**src/rtl/nand_rd_pkg.sv**
```systemverilog
package nand_rd_pkg;

  localparam int BUS_W = 8;

  // command opcodes
  localparam logic [BUS_W-1:0] CMD_READ    = 8'h00;
  localparam logic [BUS_W-1:0] CMD_SPARE   = 8'h50;
  localparam logic [BUS_W-1:0] CMD_CONFIRM = 8'h30;

  // geometry
  localparam int SMALL_PG_BYTES = 512;
  localparam int LARGE_PG_BYTES = 2048;
  localparam int SMALL_MARK_COL = 517;
  localparam int LARGE_MARK_COL = 2048;
  localparam int SMALL_ADDR_CYC = 4;
  localparam int LARGE_ADDR_CYC = 5;

  typedef enum logic [2:0] {
    ST_IDLE,
    ST_CMD,
    ST_ADDR,
    ST_CONF,
    ST_WAIT,
    ST_RD,
    ST_OUT
  } seq_st_t;

endpackage

```
**src/rtl/nand_addr_gen.sv**
```systemverilog
module nand_addr_gen
  import nand_rd_pkg::*;
#(
  parameter bit LARGE_PAGE = 1'b0,
  parameter int ADDR_W     = 32
) (
  input  logic [ADDR_W-1:0] addr_i,
  input  logic              probe_i,
  input  logic [2:0]        idx_i,
  output logic [BUS_W-1:0]  cmd_o,
  output logic [BUS_W-1:0]  byte_o
);

  localparam int EXT_W = 40;

  logic [EXT_W-1:0] ax;
  assign ax = EXT_W'(addr_i);

  generate
    if (!LARGE_PAGE) begin : g_small
      localparam logic [BUS_W-1:0] MARK_LO = BUS_W'(SMALL_MARK_COL & 15);
      logic unused_ax;

      assign cmd_o     = probe_i ? CMD_SPARE : CMD_READ;
      assign unused_ax = ^{ax[8], ax[EXT_W-1:33]};

      always_comb begin
        case (idx_i)
          3'd0:    byte_o = probe_i ? MARK_LO : ax[7:0];
          3'd1:    byte_o = ax[16:9];
          3'd2:    byte_o = ax[24:17];
          default: byte_o = ax[32:25];
        endcase
      end
    end else begin : g_large
      localparam logic [15:0] MARK_COL = 16'(LARGE_MARK_COL);
      logic [15:0] col;
      logic        unused_ax;

      assign cmd_o     = CMD_READ;
      assign col       = probe_i ? MARK_COL : 16'd0;
      assign unused_ax = ^{ax[10:0], ax[EXT_W-1:35]};

      always_comb begin
        case (idx_i)
          3'd0:    byte_o = col[7:0];
          3'd1:    byte_o = col[15:8];
          3'd2:    byte_o = ax[18:11];
          3'd3:    byte_o = ax[26:19];
          default: byte_o = ax[34:27];
        endcase
      end
    end
  endgenerate

endmodule

```
**src/rtl/nand_slot_timer.sv**
```systemverilog
module nand_slot_timer #(
  parameter int HOLD_CYC = 2
) (
  input  logic clk,
  input  logic rst_n,
  input  logic run_i,
  output logic first_o,
  output logic end_o
);

  localparam int CNT_W = (HOLD_CYC > 0) ? $clog2(HOLD_CYC + 1) : 1;
  localparam logic [CNT_W-1:0] CNT_LAST = CNT_W'(HOLD_CYC);

  logic [CNT_W-1:0] cnt_q, cnt_d;
  logic             cnt_en;

  assign first_o = run_i && (cnt_q == '0);
  assign end_o   = run_i && (cnt_q == CNT_LAST);

  always_comb begin
    cnt_en = 1'b1;
    if (!run_i || end_o) begin
      cnt_d = '0;
      cnt_en = (cnt_q != '0);
    end else begin
      cnt_d = cnt_q + 1'b1;
    end
  end

  always_ff @(posedge clk or negedge rst_n) begin
    if (!rst_n) begin
      cnt_q <= '0;
    end else if (cnt_en) begin
      cnt_q <= cnt_d;
    end
  end

endmodule

```
**src/rtl/nand_rdy_track.sv**
```systemverilog
module nand_rdy_track #(
  parameter int SYNC_STAGES = 2
) (
  input  logic clk,
  input  logic rst_n,
  input  logic rb_i,
  input  logic clr_i,
  output logic rdy_o
);

  logic [SYNC_STAGES-1:0] sync_q;
  logic                   prev_q;
  logic                   flag_q, flag_d;
  logic                   rise;

  assign rise  = sync_q[SYNC_STAGES-1] && !prev_q;
  assign rdy_o = flag_q;

  always_comb begin
    flag_d = flag_q;
    if (clr_i) begin
      flag_d = 1'b0;
    end else if (rise) begin
      flag_d = 1'b1;
    end
  end

  always_ff @(posedge clk or negedge rst_n) begin
    if (!rst_n) begin
      sync_q <= '1;
      prev_q <= 1'b1;
      flag_q <= 1'b0;
    end else begin
      sync_q <= {sync_q[SYNC_STAGES-2:0], rb_i};
      prev_q <= sync_q[SYNC_STAGES-1];
      flag_q <= flag_d;
    end
  end

endmodule

```
**src/rtl/nand_rd_seq.sv**
```systemverilog
module nand_rd_seq
  import nand_rd_pkg::*;
#(
  parameter bit LARGE_PAGE = 1'b0,
  parameter int HOLD_CYC   = 2,
  parameter int ADDR_W     = 32
) (
  input  logic              clk,
  input  logic              rst_n,
  input  logic              start_i,
  input  logic              probe_i,
  input  logic [ADDR_W-1:0] addr_i,
  output logic              busy_o,
  output logic              done_o,
  output logic [BUS_W-1:0]  rd_data_o,
  output logic              rd_valid_o,
  input  logic              rd_ready_i,
  output logic              nf_ce_n_o,
  output logic              nf_cle_o,
  output logic              nf_ale_o,
  output logic              nf_we_n_o,
  output logic              nf_re_n_o,
  output logic [BUS_W-1:0]  nf_io_o,
  output logic              nf_io_oe_o,
  input  logic [BUS_W-1:0]  nf_io_i,
  input  logic              nf_rb_i
);

  localparam int PG_BYTES = LARGE_PAGE ? LARGE_PG_BYTES : SMALL_PG_BYTES;
  localparam int BC_W     = $clog2(PG_BYTES);
  localparam int ADDR_CYC = LARGE_PAGE ? LARGE_ADDR_CYC : SMALL_ADDR_CYC;
  localparam logic [2:0]      LAST_IDX = 3'(ADDR_CYC - 1);
  localparam logic [BC_W-1:0] LAST_BC  = BC_W'(PG_BYTES - 1);

  // reset: asserted asynchronously, released on the clock
  logic [1:0] rst_pipe_q;
  logic       rst_ni;

  always_ff @(posedge clk or negedge rst_n) begin
    if (!rst_n) begin
      rst_pipe_q <= 2'b00;
    end else begin
      rst_pipe_q <= {rst_pipe_q[0], 1'b1};
    end
  end
  assign rst_ni = rst_pipe_q[1];

  seq_st_t           st_q, st_d;
  logic [ADDR_W-1:0] addr_q, addr_d;
  logic              probe_q, probe_d;
  logic [2:0]        idx_q, idx_d;
  logic [BC_W-1:0]   bc_q, bc_d;
  logic [BUS_W-1:0]  data_q, data_d;
  logic              done_q, done_d;

  logic             in_wr, in_slot;
  logic             slot_first, slot_end;
  logic             rdy;
  logic [BUS_W-1:0] open_cmd, addr_byte;
  logic [BC_W-1:0]  last_bc;

  assign in_wr   = (st_q == ST_CMD) || (st_q == ST_ADDR) || (st_q == ST_CONF);
  assign in_slot = in_wr || (st_q == ST_RD);
  assign last_bc = probe_q ? '0 : LAST_BC;

  nand_addr_gen #(
    .LARGE_PAGE (LARGE_PAGE),
    .ADDR_W     (ADDR_W)
  ) addr_gen_i (
    .addr_i  (addr_q),
    .probe_i (probe_q),
    .idx_i   (idx_q),
    .cmd_o   (open_cmd),
    .byte_o  (addr_byte)
  );

  nand_slot_timer #(
    .HOLD_CYC (HOLD_CYC)
  ) slot_tmr_i (
    .clk     (clk),
    .rst_n   (rst_ni),
    .run_i   (in_slot),
    .first_o (slot_first),
    .end_o   (slot_end)
  );

  nand_rdy_track #(
    .SYNC_STAGES (2)
  ) rdy_trk_i (
    .clk   (clk),
    .rst_n (rst_ni),
    .rb_i  (nf_rb_i),
    .clr_i (slot_first && ((st_q == ST_CMD) || (st_q == ST_CONF))),
    .rdy_o (rdy)
  );

  // next-state logic
  always_comb begin
    st_d    = st_q;
    addr_d  = addr_q;
    probe_d = probe_q;
    idx_d   = idx_q;
    bc_d    = bc_q;
    data_d  = data_q;
    done_d  = 1'b0;
    case (st_q)
      ST_IDLE: begin
        if (start_i) begin
          st_d    = ST_CMD;
          addr_d  = addr_i;
          probe_d = probe_i;
        end
      end
      ST_CMD: begin
        if (slot_end) begin
          st_d  = ST_ADDR;
          idx_d = '0;
        end
      end
      ST_ADDR: begin
        if (slot_end) begin
          if (idx_q == LAST_IDX) begin
            st_d = LARGE_PAGE ? ST_CONF : ST_WAIT;
          end else begin
            idx_d = idx_q + 3'd1;
          end
        end
      end
      ST_CONF: begin
        if (slot_end) st_d = ST_WAIT;
      end
      ST_WAIT: begin
        if (rdy) begin
          st_d = ST_RD;
          bc_d = '0;
        end
      end
      ST_RD: begin
        if (slot_first) data_d = nf_io_i;
        if (slot_end)   st_d   = ST_OUT;
      end
      ST_OUT: begin
        if (rd_ready_i) begin
          if (bc_q == last_bc) begin
            st_d   = ST_IDLE;
            done_d = 1'b1;
          end else begin
            bc_d = bc_q + 1'b1;
            st_d = ST_RD;
          end
        end
      end
      default: st_d = ST_IDLE;
    endcase
  end

  // registers
  always_ff @(posedge clk or negedge rst_ni) begin
    if (!rst_ni) begin
      st_q    <= ST_IDLE;
      addr_q  <= '0;
      probe_q <= 1'b0;
      idx_q   <= '0;
      bc_q    <= '0;
      data_q  <= '0;
      done_q  <= 1'b0;
    end else begin
      st_q    <= st_d;
      addr_q  <= addr_d;
      probe_q <= probe_d;
      idx_q   <= idx_d;
      bc_q    <= bc_d;
      data_q  <= data_d;
      done_q  <= done_d;
    end
  end

  // outputs
  always_comb begin
    case (st_q)
      ST_CMD:  nf_io_o = open_cmd;
      ST_ADDR: nf_io_o = addr_byte;
      ST_CONF: nf_io_o = CMD_CONFIRM;
      default: nf_io_o = '0;
    endcase
  end

  assign busy_o     = (st_q != ST_IDLE);
  assign done_o     = done_q;
  assign rd_valid_o = (st_q == ST_OUT);
  assign rd_data_o  = data_q;
  assign nf_ce_n_o  = (st_q == ST_IDLE);
  assign nf_cle_o   = (st_q == ST_CMD) || (st_q == ST_CONF);
  assign nf_ale_o   = (st_q == ST_ADDR);
  assign nf_we_n_o  = !(in_wr && slot_first);
  assign nf_re_n_o  = !((st_q == ST_RD) && slot_first);
  assign nf_io_oe_o = in_wr;

endmodule

```
**config.mk**
```make
export PLATFORM = sky130hd
export DESIGN_NAME = nand_rd_seq
export DESIGN_NICKNAME = d
export VERILOG_FILES = /design/src/rtl/nand_rd_pkg.sv /design/src/rtl/nand_addr_gen.sv /design/src/rtl/nand_slot_timer.sv /design/src/rtl/nand_rdy_track.sv /design/src/rtl/nand_rd_seq.sv
export SDC_FILE = /design/constraint.sdc
export NUM_CORES = 1
export LEC_CHECK = 0
export CAP_MARGIN = 30
export CORE_MARGIN = 2
export CORE_UTILIZATION = 55
export DETAILED_ROUTE_END_ITERATION = 10
export PLACE_DENSITY = 0.83
export SETUP_SLACK_MARGIN = 0.4
export SLEW_MARGIN = 20
export SYNTH_ARGS = -nofsm -noshare
export SYNTH_HDL_FRONTEND = slang
export SYNTH_HIERARCHICAL = 1
export SYNTH_SLANG_ARGS = --single-unit
```
**constraint.sdc**
```tcl
create_clock -name clk -period 3.8 [get_ports clk]
set_clock_uncertainty 0.1 [all_clocks]
set_input_delay 0.76 -clock clk [delete_from_list [all_inputs] [get_ports clk]]
set_output_delay 0.76 -clock clk [all_outputs]
set_load 0.02 [all_outputs]
```
==> flow_summary.toml <==
[min_path]
hold_class = "flip-flop to async pin"

[setup_path]
crit_slowest_cell = "dfrtp_1"
slowest_delay_ns = 0.58
worstRegToRegCells = 5
path_class = "flip-flop to output port"
worstPathArrival_ns = 2.42
cp_num_buf_inv = 1
crit_fanout = 13
critPathTopFamily = "compound AO/OA/AOI/OAI gates"
cp.depth = 5
crit_chain = "a21oi_4 > o31ai_1 > a211o_1 > a22o_1 > clkdlybuf4s50_1"
setup.worst_path.start_class = "flip-flop"
cp.required_ns = 2.94
worst_setup_path_end_kind = "output port"

[global_route]
antenna_found_initial = 0
grt_util_met2 = 0.3869
grt_pass1_wl_um = 11430
grt_use_met3 = 0.03516
grtUsageTotal = 0.2262
met1_usage = 0.2838
gr-total-overflow = 0
grt_pass1_vias = 2569
grt-busiest-layer = "met2"
grt_max_degree = 33

[place]
dpl_worst_slack_ns = 0.6722
io_buffers = 69
globalplace.congestion = 0.8741
placed_cells = 428
hpwl_um = 4817

[power]
swShare = 0.3564
switching_power_w = 0.001035
pwr-share-comb = 0.422
p_per_area_mw_per_mm2 = 691.2
seqPwrFrac = 0.397
ir_drop_v = 0.0004608
p_int_w = 0.001868
power.static_leakage_nw = 1.834
p_clk_frac = 0.181

[finish]
fillCellCount = 445
multi_input_area_mm2 = 0.001524
area_delta_synth_final_pct = 26.44
layout_common_cells = "clkdlybuf4s50_1, dfrtp_1, mux2_2, nand2_1, inv_1"
diodes = 0
drive_above_1_share = 0.2222
seqCellArea_mm2 = 0.001610
instances_no_fill = 444
final_util = 0.7136
final_common_cell = "clkdlybuf4s50_1"
num-nets-final = 415

[clock_tree]
clk_pin_slew_worst_paths_ns = 0.07
cts_tree = "yes"
hold_buffers = 0
cts.sinks = 64
htreeDepth = 3
cts_buffers = 9
clk_path_buf_depth = 2
clock_latency_ns = 0.34
cts-root-buf = "clkbuf_8"

[die]
die_w_um = 81.72
core-area_mm2 = 0.005886
die_h_um = 81.72
rows = 28
start_util = 0.5644
dieArea_mm2 = 0.006677
io_pins = 71

[timing]
holdWs_ns = 0.2203
worst_slack_ns = 0.5178
timing.setup.tns_ns = 0
rsz0062_at_grt = "false"
clock.fmax_mhz = 304.7
relSlewSlack = 0.5296
hold_violations = 0
final.period_utilization = 0.8637
maxSlewViolCount = 0
setup_violations = 0
tightest_slew_ns = 0.7056
fin_crit_ns = 3.282

[drt]
drc = 0
viasPerCell = 5.635
wirelength_um = 6784
dr_total_vias = 2502
routedWlPerCell_um = 15.28
first_iter_violations = 198
drt.antenna.violating_nets = 0
drt_pass1_iterations = 4

[yosys]
netlist_area_mm2 = 0.003322
syn_avg_cell_area_um2 = 11.22
syn_inst = 296
yosysWarnings = 6

[status]
status = "completed"

[job]
max_cap_viol_count = 0
[registers in the layout (all words and copies together) (netlist names)]
signal / count
addr_q: 31
rd_data_o: 8
rst_pipe_q: 2
rdy_trk_i/prev_q: 1
slot_tmr_i/cnt_q: 2
bc_q: 9
done_o: 1
rdy_trk_i/sync_q: 2
rdy_trk_i/rdy_o: 1
idx_q: 3
st_q: 3
probe_q: 1
[power groups by stage]
stage	registers (W)	clock network, W	logic, W
finish	0.00115	0.000525	0.00123
global route	0.00119	0.000570	0.00135
CTS	0.00115	0.000539	0.00124
detailed placement	0.00116	0	0.00124
global placement	0.00115	0	0.00120
floorplan	0.00113	0	0.000878
[layout make-up]
type / count / share of cell area
inverters: 15 / 0.01340
flip-flops and latches: 64 / 0.3834
well taps: 75 / 0.02234
clock inverters: 3 / 0.004170
clock buffers: 13 / 0.03783
repair buffers: 75 / 0.1760
multi-input cells: 199 / 0.3628
[worst paths after layout]
path                                    start                   to  slack (ns)
min in group clk                rst_pipe_q[0]        rst_pipe_q[1]        0.26
worst max register to register        st_q[1]         rd_data_o[6]        1.81
worst min-delay path            rst_pipe_q[1]  slot_tmr_i/cnt_q[0]        0.22
max in group asynchronous       rst_pipe_q[1]             idx_q[1]        2.50
worst min register to register  rst_pipe_q[1]  slot_tmr_i/cnt_q[0]        0.22
worst max-delay path                 idx_q[2]           nf_io_o[0]        0.52
[stage by stage]
stage          total power, W  cell area [µm²]
6_report             0.002903             4200
2_1_floorplan        0.002008             3341
3_3_place_gp         0.002349             4009
4_1_cts              0.002933             4193
3_5_place_dp         0.002399             4009
5_1_grt              0.003112             4200
[what timing repair did]
| item | 4_1_cts | 5_1_grt |
|---|---|---|
| setup buffers | 0 | 0 |
| gates resized for setup | 3 | 5 |
| pin swaps | 0 | 0 |
| endpoints found under the setup margin | 4 | 8 |
[routing by layer]
| layer | part of all wire | routed length [µm] |
|---|---|---|
| met1 | 0.43 | 2913 |
| met2 | 0.50 | 3398 |
| met3 | 0.050 | 337 |
| met4 | 0.020 | 134 |
| met5 | 0 | 0 |
No activity file was read; power rests on OpenSTA's default activity.
